==> src/rtl/fpsr_pkg.sv <==
package fpsr_pkg;
  localparam int FLAG_W   = 5;
  localparam int WORD_W   = 32;
  localparam int CUR_LSB  = 0;
  localparam int ACC_LSB  = 5;
  localparam int MASK_LSB = 23;
  localparam int TT_BIT   = 14;
  localparam int QS_LSB   = 12;
  localparam int QS_W     = 2;

  typedef logic [FLAG_W-1:0] flags_t;
  typedef logic [WORD_W-1:0] word_t;
endpackage

==> src/rtl/fpsr_trap_arbiter.sv <==
module fpsr_trap_arbiter
  import fpsr_pkg::*;
(
  input  flags_t raised,
  input  flags_t enable,
  output logic   trap,
  output flags_t chosen
);
  flags_t masked;

  assign masked = raised & enable;
  assign trap   = |masked;

  // Highest-numbered enabled flag wins: invalid down to inexact.
  always_comb begin
    logic found;
    found  = 1'b0;
    chosen = '0;
    for (int i = FLAG_W - 1; i >= 0; i--) begin
      if (masked[i] && !found) begin
        chosen[i] = 1'b1;
        found     = 1'b1;
      end
    end
  end
endmodule

==> src/rtl/fpsr_next.sv <==
module fpsr_next
  import fpsr_pkg::*;
(
  input  word_t  cur,
  input  logic   wr_en,
  input  word_t  wr_data,
  input  logic   upd_valid,
  input  flags_t upd_flags,
  input  logic   drain_done,
  input  logic   drain_ok,
  output word_t  nxt,
  output logic   trap_nxt
);
  flags_t enable;
  flags_t chosen;
  logic   trap;

  assign enable = cur[MASK_LSB +: FLAG_W];

  fpsr_trap_arbiter u_arb (
    .raised (upd_flags),
    .enable (enable),
    .trap   (trap),
    .chosen (chosen)
  );

  always_comb begin
    nxt      = cur;
    trap_nxt = 1'b0;
    if (wr_en) begin
      nxt = wr_data;
    end else if (upd_valid) begin
      if (trap) begin
        nxt[CUR_LSB +: FLAG_W] = chosen;
        nxt[TT_BIT]            = 1'b1;
        trap_nxt               = 1'b1;
      end else begin
        nxt[CUR_LSB +: FLAG_W] = upd_flags;
        nxt[ACC_LSB +: FLAG_W] = cur[ACC_LSB +: FLAG_W] | upd_flags;
      end
    end else if (drain_done) begin
      nxt[QS_LSB +: QS_W] = '0;
      if (drain_ok) nxt[CUR_LSB +: FLAG_W] = '0;
    end
  end
endmodule

==> src/rtl/fpsr_recorder.sv <==
module fpsr_recorder
  import fpsr_pkg::*;
(
  input  logic        clk,
  input  logic        rst_n,
  input  logic        wr_en,
  input  logic [31:0] wr_data,
  input  logic        upd_valid,
  input  logic [4:0]  upd_flags,
  input  logic        drain_done,
  input  logic        drain_ok,
  output logic [31:0] status,
  output logic        trap_req
);
  word_t word_q, word_d;
  logic  trap_d;

  fpsr_next u_next (
    .cur        (word_q),
    .wr_en      (wr_en),
    .wr_data    (wr_data),
    .upd_valid  (upd_valid),
    .upd_flags  (upd_flags),
    .drain_done (drain_done),
    .drain_ok   (drain_ok),
    .nxt        (word_d),
    .trap_nxt   (trap_d)
  );

  always_ff @(posedge clk or negedge rst_n) begin
    if (!rst_n) begin
      word_q   <= '0;
      trap_req <= 1'b0;
    end else begin
      word_q   <= word_d;
      trap_req <= trap_d;
    end
  end

  assign status = word_q;

  AST_TRAP_SINGLE: assert property (@(posedge clk) disable iff (!rst_n)
    trap_req |-> $countones(status[CUR_LSB +: FLAG_W]) == 1);
  AST_TRAP_KEEPS_ACCRUED: assert property (@(posedge clk) disable iff (!rst_n)
    trap_req |-> status[ACC_LSB +: FLAG_W] == $past(status[ACC_LSB +: FLAG_W]));
  AST_TRAP_TYPE_SET: assert property (@(posedge clk) disable iff (!rst_n)
    trap_req |-> status[TT_BIT]);
  AST_NO_SPURIOUS_TRAP: assert property (@(posedge clk) disable iff (!rst_n)
    (!upd_valid || wr_en) |=> !trap_req);
  AST_ACCRUED_GROWS: assert property (@(posedge clk) disable iff (!rst_n)
    (upd_valid && !wr_en) |=>
      ((status[ACC_LSB +: FLAG_W] & $past(status[ACC_LSB +: FLAG_W])) ==
        $past(status[ACC_LSB +: FLAG_W])));
  AST_DRAIN_CLEARS: assert property (@(posedge clk) disable iff (!rst_n)
    (drain_done && !upd_valid && !wr_en) |=> status[QS_LSB +: QS_W] == '0);
endmodule

==> config.mk <==
export PLATFORM = sky130hd
export DESIGN_NAME = fpsr_recorder
export DESIGN_NICKNAME = d
export VERILOG_FILES = /design/src/rtl/fpsr_pkg.sv /design/src/rtl/fpsr_trap_arbiter.sv /design/src/rtl/fpsr_next.sv /design/src/rtl/fpsr_recorder.sv
export SDC_FILE = /design/constraint.sdc
export NUM_CORES = 1
export LEC_CHECK = 0
export ABC_AREA = 1
export BUFFER_PORTS_ARGS = -buffer_cell sky130_fd_sc_hd__clkbuf_2
export CORE_MARGIN = 2
export CORE_UTILIZATION = 44
export DETAILED_ROUTE_END_ITERATION = 8
export PLACE_DENSITY = 0.78
export SLEW_MARGIN = 15
export SYNTH_ARGS = -nofsm -noshare
export SYNTH_HDL_FRONTEND = slang
export SYNTH_HIERARCHICAL = 1
export SYNTH_SLANG_ARGS = --single-unit
==> constraint.sdc <==
create_clock -name clk -period 1.35 [get_ports clk]
set_clock_uncertainty 0.05 [all_clocks]
set_input_delay 0.405 -clock clk [delete_from_list [all_inputs] [get_ports clk]]
set_output_delay 0.405 -clock clk [all_outputs]
set_load 0.02 [all_outputs]
# --- Yosys cells after proc, flatten, opt, wreduce, memory -nomap -nowiden ---
# Index checks and enable logic that the tools add are counted.
totals:
  regBits: 33
  input_bits: 43
op_classes:
  eq_ne: 2
  mux: 23
  bitwise: 2
  n_reduce_logical: 18
ops:
  columns: ["op", "count"]
  rows:
  - ["$mux 5", 6]
  - ["$mux 1", 13]
  - ["$mux 10", 1]
  - ["$reduce_and 2->1", 4]
  - ["$reduce_bool 2->1", 3]
  - ["$reduce_bool 3->1", 2]
  - ["$and 5x5->5", 1]
  - ["$or 5x5->5", 1]
  - ["$reduce_or 5->1", 1]
  - ["$logic_and 1x1->1", 4]
  - ["$logic_not 1->1", 4]
  - ["$mux 2", 2]
  - ["$ne 2x2->1 const B", 2]
  - ["$mux 3", 1]

# --- Depth between registers and ports, before layout ---
# Gate-level depths: netlist of the first run.
logic_depth:
  word_depth: 17
  depth_mapped: 9

# --- Hierarchy ---
# The synthesis of the first run kept the hierarchy.
modules_own_cells:
  columns: ["module", "instances", "cells_per_inst", "area_per_inst_um2", "seq_area_each_um2"]
  rows:
  - ["fpsr_recorder", 1, 33, 825.8, 825.8]
  - ["fpsr_next", 1, 135, 560.5, 0.0]
  - ["fpsr_trap_arbiter", 1, 15, 76.3, 0.0]

# --- Least setup slack after synthesis of the first run ---
# OpenSTA, ideal clock, no wires.
synth_path:
  path_type: "flip-flop to flip-flop"
  startpoint: "reg word_q[26], in the netlist status[26]"
  endpoint: "reg word_q[0], in the netlist status[0]"
  setup_time_ns: 0.071
  t_arrival_ns: 1.257
  t_required_ns: 1.229
  setup_slack_ns: -0.028
  stages_incl_launch_ff: 10
  n_path_buf: 0
  path_cell_list: "dfrtp_1 > nand2_2 > nand2_2 > inv_2 > nand4_1 > inv_2 > nand3_1 > nand2_1 > nor2_1 > nor2_1"
synth_rtl:
  columns: ["item", "line_no", "source"]
  rows:
  - ["start: declaration", "fpsr_recorder.sv:15", "word_t word_q, word_d;"]
  - ["start signal: assignment", "fpsr_recorder.sv:35", "word_q <= word_d;"]
  - ["$and 5x5->5", "fpsr_trap_arbiter.sv:11", "assign masked = raised & enable;"]
  - ["$reduce_or 5->1", "fpsr_trap_arbiter.sv:12", "assign trap = |masked;"]
  - ["via u_next.trap", "fpsr_next.sv:16", "logic trap;"]
  - ["$mux 5", "fpsr_next.sv:33", "if (trap) begin"]
  - ["$mux 5", "fpsr_next.sv:32", "end else if (upd_valid) begin"]
  - ["$mux 10", "fpsr_next.sv:30", "if (wr_en) begin"]
  - ["via word_d[0]", "fpsr_recorder.sv:15", null]
# The timed path passes the listed nets, and every way through them passes these cells.
# A chain may end at the register's enable or synchronous reset.

# --- Worst setup path after layout of the first run ---
# Ends and elaborated chain as after synthesis.

==> results.sh, run 1 <==
export IMPL_syn_inst=183
export IMPL_nFillCells=230
export IMPL_cts_tree="yes"
export IMPL_dr_pass1_iters=4
export IMPL_syn_area_um2=1460
export IMPL_synthToLayoutAreaGrowth_pct=69.4
export IMPL_worst_slack_ns=-0.137
export IMPL_cts_buffers=5
export IMPL_syn_area_per_cell_um2=7.99
export IMPL_hold_violations=0
export IMPL_yosysWarnings=6
export IMPL_synth_top_area_share_pct=56.5
export IMPL_worstPathRequired_ns=1.56
export IMPL_path_clk_slew_ns=0.10
export IMPL_portBuffers=75
export IMPL_avgViaCountPerCell=4.71
export IMPL_hold_path_class="input pin to flip-flop"
export IMPL_violations="negative setup slack"
export IMPL_outcome="complete, but fails checks"
export IMPL_die_h_um=61.7
export IMPL_final_nets=330
export IMPL_synth_nets=226
export IMPL_seq_area_frac_synth_pct=56.5
export IMPL_maxSlewHeadroom_pct=75.6
export IMPL_grt_pass1_wl_um=5670
export IMPL_cts_max_path_buffers=2
export IMPL_rsz0062_at_grt="yes"
export IMPL_htree_levels=2
export IMPL_setup_worst_path_class="flip-flop to flip-flop"
export IMPL_synth_compound_area_share_pct=2.05
export IMPL_synth_area_leaders="dfrtp_1, nand2_1, nor2_1, nand3_1, nand2_2"
export IMPL_leakage_nw=1.35
export IMPL_dp_slack_ns=-0.187
export IMPL_dieWidth_um=61.7
export IMPL_ios=76
export IMPL_ant_nets=0
export IMPL_worstSetupEndpointType="flip-flop"
export IMPL_place_gp_congestion=0.800
export IMPL_synth_area_mux_share_pct=0
export IMPL_cp_arrival_ns=1.70
export IMPL_start_kind="flip-flop"
export IMPL_antenna_found_initial=0
export IMPL_drv_cap=0
export IMPL_synth_top_family_by_area="simple AND/OR/NAND/NOR gates"
export IMPL_postRouteWirelength_um=4090
export IMPL_rows=20
export IMPL_grt_max_degree=38
export IMPL_ys_ff_latch=33
export IMPL_cts_sinks=33
export IMPL_setup_viol_count_final=14
export IMPL_dp_cells=309
export IMPL_ys_types=13
export IMPL_core_area_um2=3100
export IMPL_vias=1563
export IMPL_drive_gt1_share_pct=47.2
export IMPL_overflow=0
export IMPL_track_usage_pct=20.8
export IMPL_final_cells=332
export IMPL_grt_pass1_vias=1333
export IMPL_cp_max_fo=5
export IMPL_die_area_um2=3800
export IMPL_ir_drop_mv=0.826
export IMPL_powerDensity_nw_per_um2=1080
export IMPL_synth_simple_gate_area_share_pct=36.7
export IMPL_clock_fmax_mhz=672
export IMPL_final_min_clock_period_ns=1.49
export IMPL_drv_slew=0
export IMPL_hpwl_um=2530
export IMPL_tightestPinTransition_ns=0.365
export IMPL_synth_top_cell_by_area="dfrtp_1"
export IMPL_period_share_pct=110
export IMPL_wl_per_cell_um=12.3
export IMPL_insertion_delay_ns=0.33
export IMPL_drt_iter0_markers=99
export IMPL_num_antenna_cells=0
export IMPL_initial_core_util_pct=47.1
export IMPL_root_buffer="clkbuf_4"
export IMPL_synth_adder_area_share_pct=0
export IMPL_synth_xor_area_share_pct=0
export IMPL_drc=0
export IMPL_final_util_pct=79.8
## placed cells by master, fill, tap and decap left out
master	synthesis	final
nand2_2	5	7
a21oi_2	0	5
clkbuf_1	0	1
nand3_2	0	7
buf_8	0	3
buf_6	1	32
clkbuf_4	0	5
clkbuf_2	0	42
nand4_1	2	2
a21oi_1	6	1
nor2_2	1	1
nand3_1	17	9
clkbuf_8	0	2
inv_2	3	3
buf_4	4	23
buf_12	0	2
nor2_1	31	31
dfrtp_1	33	31
nand3_4	0	1
dlygate4sd3_1	0	1
bufinv_16	0	1
nand2_1	76	74
dfrtp_2	0	2
inv_1	2	2
## Yosys cell counts, drive strengths merged
cell,instances
nand4,2
nand3,17
a21oi,6
buf,7
nor2,32
dfrtp,33
nand2,81
inv,5
## what timing repair did
item                                    in CTS  in global routing
endpoints found under the hold margin       33                  0
cloned                                       0                  0
pin swaps                                    6                  9
gates resized for setup                     17                 99
endpoints found under the setup margin      26                 44
setup buffers                                5                  9
hold buffers                                 1                  0
## sequential cells by signal, indices dropped and copies added (netlist names)
signal and count:
status 32, trap_req 1
## per-stage QoR
stage	hold WS (ns)	TNS, ns	cell area (um2)	power [mW]
2_1_floorplan	0.0594	-0.00361	1470	1.44
3_3_place_gp	0.332	-1.05	1970	1.69
3_5_place_dp	0.328	-1.58	1970	1.69
4_1_cts	0.201	-0.560	2190	2.52
5_1_grt	0.202	-2.66	2480	2.84
6_report	0.217	-1.02	2480	2.68
## cell families (layout without fill, tap and decap cells)
group                  after synthesis  count (layout)
and+or+nand+nor                    132             132
DFF                                 33              33
buffers and inverters               12             117
AOI/OAI and AO/OA                    6               6
## where the power goes
group | switching, mW | internal (mW)
combinational | 0.383 | 0.389
sequential | 0.0681 | 1.08
clock | 0.321 | 0.442
total | 0.772 | 1.91
## worst paths after layout
path | cells past startpoint | to | slack (ns) | start
setup / recovery | 9 | status[0]$_DFF_PN0_ | -0.14 | status[26]$_DFF_PN0_
hold reg to reg | 2 | status[21]$_DFF_PN0_ | 0.45 | status[21]$_DFF_PN0_
max in group asynchronous | 3 | status[27]$_DFF_PN0_ | 0.54 | rst_n
hold / removal | 3 | status[19]$_DFF_PN0_ | 0.22 | wr_data[19]
min in group asynchronous | 3 | status[8]$_DFF_PN0_ | 0.52 | rst_n
setup reg to reg | 9 | status[0]$_DFF_PN0_ | -0.14 | status[26]$_DFF_PN0_
## worst max-delay path, stage by stage (launching register included)
cell     delay (ns)
dfrtp_2        0.43
nand2_2        0.07
nand2_2        0.06
inv_2          0.05
nand4_1        0.19
inv_2          0.22
nand3_2        0.12
nand2_1        0.09
nor2_1         0.05
nor2_1         0.10
## routing by layer
metal / share of wire, % / wire length, um / GRT usage, %
met5: 0 / 0 / 0
met2: 50 / 2060 / 35.8
met4: 1.9 / 76 / 6.69
met1: 40 / 1630 / 23.4
met3: 8.1 / 331 / 8.82
## layout make-up
cell class / instances / area [um2] / share of cell area, %
flip-flops and latches: 33 / 828 / 33.4
clock inverters: 1 / 30.0 / 1.21
repair buffers: 104 / 852 / 34.4
well taps: 44 / 55.1 / 2.22
clock buffers: 7 / 55.1 / 2.22
multi-input cells: 138 / 638 / 25.8
inverters: 5 / 18.8 / 0.758
Note: power is estimated with default switching activity, not from simulation.
==> inputs of run 2 (changes only) <==
Settings changed: CORE_ASPECT_RATIO from default to 1.1.
Clock period 1.35 ns to 1.7 ns, I/O delays scaled along.
==> run 2 against run 1 <==
Against the previous run: the run ends with design-rule violations left; final area down 22%; setup slack better by 0.33 ns; non-clock buffer count down 24; first-iteration DRC count down 33%; routed wire length down 18%; clock power down 43%; core utilization down 18 points; combinational power down 49%; largest cell class is now flip-flops and latches.
==> results.sh, run 2 (synthesized netlist as in run 1, its figures left out) <==
export IMPL_die_area_um2=3800
export IMPL_synthToLayoutAreaGrowth_pct=31.4
export IMPL_core_area_um2=3100
export IMPL_grt_pass1_wl_um=5450
export IMPL_final_min_clock_period_ns=1.51
export IMPL_cp_max_fo=7
export IMPL_path_clk_slew_ns=0.09
export IMPL_rows=21
export IMPL_wl_per_cell_um=11.4
export IMPL_largest_register_ffs=32
export IMPL_ant_nets=0
export IMPL_maxSlewHeadroom_pct=76.7
export IMPL_start_kind="flip-flop"
export IMPL_overflow=0
export IMPL_ctsHoldBuffers=0
export IMPL_ios=76
export IMPL_worstPathRequired_ns=1.91
export IMPL_vias=1388
export IMPL_rsz0062_at_grt="no"
export IMPL_drv_cap=0
export IMPL_tns_ns=0
export IMPL_outcome="complete, but fails checks"
export IMPL_root_buffer="clkbuf_4"
export IMPL_final_util_pct=62.0
export IMPL_postRouteWirelength_um=3370
export IMPL_setup_viol_count_final=0
export IMPL_clock_fmax_mhz=664
export IMPL_cts_resized=0
export IMPL_post_cts_setup_buffer_count=0
export IMPL_dieWidth_um=59.0
export IMPL_hold_path_class="input pin to asynchronous set/reset pin"
export IMPL_avgViaCountPerCell=4.67
export IMPL_final_cell_mix="nand2_1, clkbuf_2, dfrtp_1"
export IMPL_antenna_found_initial=0
export IMPL_grt_pass1_vias=1282
export IMPL_track_usage_pct=19.3
export IMPL_grt_max_degree=29
export IMPL_insertion_delay_ns=0.32
export IMPL_period_share_pct=88.6
export IMPL_setup_worst_path_class="flip-flop to flip-flop"
export IMPL_violations="design-rule violations"
export IMPL_drc=5
export IMPL_cts_tree="yes"
export IMPL_drive_gt1_share_pct=36.1
export IMPL_final_nets=306
export IMPL_cts_max_path_buffers=2
export IMPL_hold_violations=0
export IMPL_hpwl_um=2650
export IMPL_portBuffers=75
export IMPL_cts_buffers=5
export IMPL_leakage_nw=1.14
export IMPL_final_common_cell="nand2_1"
export IMPL_nFillCells=332
export IMPL_tightestPinTransition_ns=0.350
export IMPL_cts_sinks=33
export IMPL_worstSetupEndpointType="flip-flop"
export IMPL_initial_core_util_pct=47.2
export IMPL_whs_ns=0.0182
export IMPL_htree_levels=2
export IMPL_dr_pass1_iters=6
export IMPL_final_cells=297
export IMPL_place_gp_congestion=0.745
export IMPL_drt_iter0_markers=66
export IMPL_dp_cells=290
export IMPL_num_antenna_cells=0
export IMPL_ir_drop_mv=0.570
export IMPL_powerDensity_nw_per_um2=902
export IMPL_cp_arrival_ns=1.71
export IMPL_drv_slew=0
export IMPL_die_h_um=64.5
-- run 2: cell types whose count changed in the layout (fill, tap and decap cells not counted), sizes merged --
cell and change:
clkbuf +32, bufinv -1, dlygate4sd3 -1, buf -55
-- run 2: through the flow --
stage	total power, mW	setup WS [ns]	instance area [um2]
floorplan	1.15	0.304	1460
global placement	1.31	0.0916	1870
detailed placement	1.32	0.00328	1870
CTS	1.75	0.204	1920
global route	1.85	0.0731	1920
finish	1.73	0.195	1920
-- run 2: layer usage --
metal	wire length (um)	vias up	share of wire (%)	track usage (%)
met2	1660	49	49	31.7
li1	-	729	-	-
met3	230	8	6.8	6.19
met4	67	0	2.0	7.67
met1	1420	602	42	23.4
met5	0	-	0	0
-- run 2: critical path: stages (launching register included) --
cell	delay, ns
dfrtp_1	0.41
nand2_2	0.10
nand2_2	0.07
inv_2	0.06
nand4_1	0.24
inv_2	0.18
nand3_1	0.12
nand2_1	0.09
nor2_1	0.04
nor2_1	0.09
-- run 2: final cells by class --
cell class	count	area, um2	share of cell area, %
Inverter	5	18.8	0.977
Clock buffer	7	55.1	2.86
Tap cell	34	42.5	2.21
Sequential cell	33	826	43.0
Timing Repair Buffer	80	413	21.5
Multi-Input combinational cell	138	567	29.5
-- run 2: final timing paths --
| path | from | to | slack (ns) | cells after the start |
|---|---|---|---|---|
| max | status[26]$_DFF_PN0_ | status[1]$_DFF_PN0_ | 0.19 | 9 |
| max reg2reg | status[26]$_DFF_PN0_ | status[1]$_DFF_PN0_ | 0.19 | 9 |
| min | rst_n | status[19]$_DFF_PN0_ | 0.02 | 1 |
| min reg2reg | status[16]$_DFF_PN0_ | status[16]$_DFF_PN0_ | 0.43 | 2 |
| max in group asynchronous | rst_n | status[21]$_DFF_PN0_ | 1.07 | 2 |
| min in group clk | wr_data[31] | status[31]$_DFF_PN0_ | 0.32 | 3 |
-- run 2: power breakdown --
| part | switching, mW | internal [mW] | leakage [nW] |
|---|---|---|---|
| Clock | 0.240 | 0.195 | 0.0314 |
| Combinational | 0.255 | 0.143 | 0.715 |
| Sequential | 0.0437 | 0.856 | 0.394 |
| Total | 0.539 | 1.19 | 1.14 |
==> inputs of run 3 (changes only) <==
Settings changed: REMOVE_ABC_BUFFERS from default to 1, SETUP_SLACK_MARGIN from default to 0.5.
==> run 3 against run 2 <==
Against the previous run: the flow still finishes with violations (design-rule violations); critical path depth grew 1; flip-flop and latch count is the same; final area grew 26%; largest cell class unchanged; highest routed layer unchanged.
==> results.sh, run 3 (synthesized netlist as in run 1, its figures left out) <==
export IMPL_outcome="complete, but fails checks"
export IMPL_violations="design-rule violations"
export IMPL_vias=1525
export IMPL_worstPathCellList="buf_6, nand2_4, nand2_4, inv_2, nand4_1, inv_2, nand3_4, nand2_2, nor2_1, nor2_1"
export IMPL_dr_pass1_iters=6
export IMPL_postRouteWirelength_um=4140
export IMPL_hold_violations=0
export IMPL_start_kind="flip-flop"
export IMPL_core_area_um2=3100
export IMPL_path_clk_slew_ns=0.10
export IMPL_synthToLayoutAreaGrowth_pct=66.0
export IMPL_tns_ns=0
export IMPL_grt_pass1_vias=1497
export IMPL_die_area_um2=3800
export IMPL_track_usage_pct=22.8
export IMPL_power_frac_comb_pct=30.2
export IMPL_cts_max_path_buffers=2
export IMPL_final_common_cell="nand2_1"
export IMPL_p_int_mw=1.40
export IMPL_drv_slew=0
export IMPL_cts_buffers=5
export IMPL_grt_pass1_wl_um=6590
export IMPL_ctsHoldBuffers=0
export IMPL_drc=4
export IMPL_hold_path_class="input pin to asynchronous set/reset pin"
export IMPL_drive_gt1_share_pct=46.7
export IMPL_ir_drop_mv=0.601
export IMPL_final_util_pct=78.3
export IMPL_hpwl_um=2580
export IMPL_leakage_nw=1.35
export IMPL_seqPwrFrac_pct=45.0
export IMPL_powerDensity_nw_per_um2=833
export IMPL_dp_slack_ns=0.144
export IMPL_final_min_clock_period_ns=1.51
export IMPL_num_antenna_cells=0
export IMPL_htree_levels=2
export IMPL_wl_per_cell_um=12.9
export IMPL_cp_arrival_ns=1.72
export IMPL_dieWidth_um=59.0
export IMPL_cts_sinks=33
export IMPL_worstSetupEndpointType="flip-flop"
export IMPL_setup_viol_count_final=0
export IMPL_grt_max_degree=21
export IMPL_maxSlewHeadroom_pct=68.4
export IMPL_root_buffer="clkbuf_4"
export IMPL_clkPwrFrac_pct=24.9
export IMPL_largest_register_ffs=32
export IMPL_final_nets=329
export IMPL_insertion_delay_ns=0.33
export IMPL_cts_tree="yes"
export IMPL_place_gp_congestion=0.844
export IMPL_finalInstanceArea_um2=2430
export IMPL_post_dp_cell_area_um2=1880
export IMPL_portBuffers=75
export IMPL_antenna_found_initial=0
export IMPL_setup_worst_path_class="flip-flop to flip-flop"
export IMPL_initial_core_util_pct=47.2
export IMPL_overflow=0
export IMPL_worst_slack_ns=0.188
export IMPL_avgViaCountPerCell=4.75
export IMPL_final_cell_mix="nand2_1, clkbuf_2, dfrtp_1"
export IMPL_drt_iter0_markers=114
export IMPL_critPathSlowestCell="dfrtp_1"
export IMPL_drv_cap=0
export IMPL_cp_max_fo=5
export IMPL_tightestPinTransition_ns=0.474
export IMPL_ios=76
export IMPL_rsz0062_at_grt="yes"
export IMPL_period_share_pct=89.0
export IMPL_ant_nets=0
export IMPL_clock_fmax_mhz=661
export IMPL_slowest_delay_ns=0.42
export IMPL_net_switching_power_mw=0.622
export IMPL_worstPathRequired_ns=1.91
export IMPL_rows=21
export IMPL_sw_frac_of_total_pct=30.8
export IMPL_whs_ns=0.0590
export IMPL_die_h_um=64.5
run 3: per-stage QoR:
| stage | power, mW | cells |
|---|---|---|
| floorplan | 1.13 | 176 |
| global placement | 1.31 | 290 |
| finish | 2.02 | 321 |
| detailed placement | 1.32 | 290 |
| CTS | 1.89 | 307 |
| global route | 2.14 | 321 |
run 3: cell type report:
cell class | instances | area [um2]
flip-flops and latches | 33 | 826
repair buffers | 103 | 825
fillers | 228 | 672
multi-input cells | 138 | 647
clock buffers | 7 | 65.1
well taps | 34 | 42.5
inverters | 5 | 18.8
clock inverters | 1 | 5.00
run 3: repair_timing:
item,CTS,global route
setup buffers,9,14
gates resized for setup,23,89
endpoints found under the setup margin,45,45
pin swaps,6,7
run 3: layer usage:
| metal | GRT usage [%] | vias to the layer above | wire, um |
|---|---|---|---|
| met5 | 0 | - | 0 |
| met4 | 7.39 | 0 | 40 |
| met3 | 7.19 | 4 | 299 |
| met2 | 38.8 | 56 | 2190 |
| met1 | 27.0 | 691 | 1610 |
| li1 | - | 774 | - |
run 3: final timing paths:
kind                                            from                    to  slack (ns)  depth (start not counted)
worst min register to register  status[18]$_DFF_PN0_  status[18]$_DFF_PN0_        0.46                          2
worst max register to register  status[27]$_DFF_PN0_   status[4]$_DFF_PN0_        0.19                         10
max in group asynchronous                      rst_n  status[24]$_DFF_PN0_        1.09                          2
worst max-delay path            status[27]$_DFF_PN0_   status[4]$_DFF_PN0_        0.19                         10
min in group clk                         wr_data[25]  status[25]$_DFF_PN0_        0.32                          3
worst min-delay path                           rst_n   status[2]$_DFF_PN0_        0.06                          1
run 3: worst max-delay path: cells and delay by family, from the launching register on:
family	cells	cell delay, ns
buf+inv	3	0.38
flops	1	0.42
simple gates	7	0.58
run 3: power by group through the flow:
stage                     Combinational (mW)  Clock, mW  Sequential (mW)
after floorplan                        0.124          0             1.00
after global placement                 0.400          0            0.911
after CTS                              0.476      0.515            0.896
final                                  0.610      0.503            0.910
after global routing                   0.664      0.559            0.918
after detailed placement               0.408          0            0.913
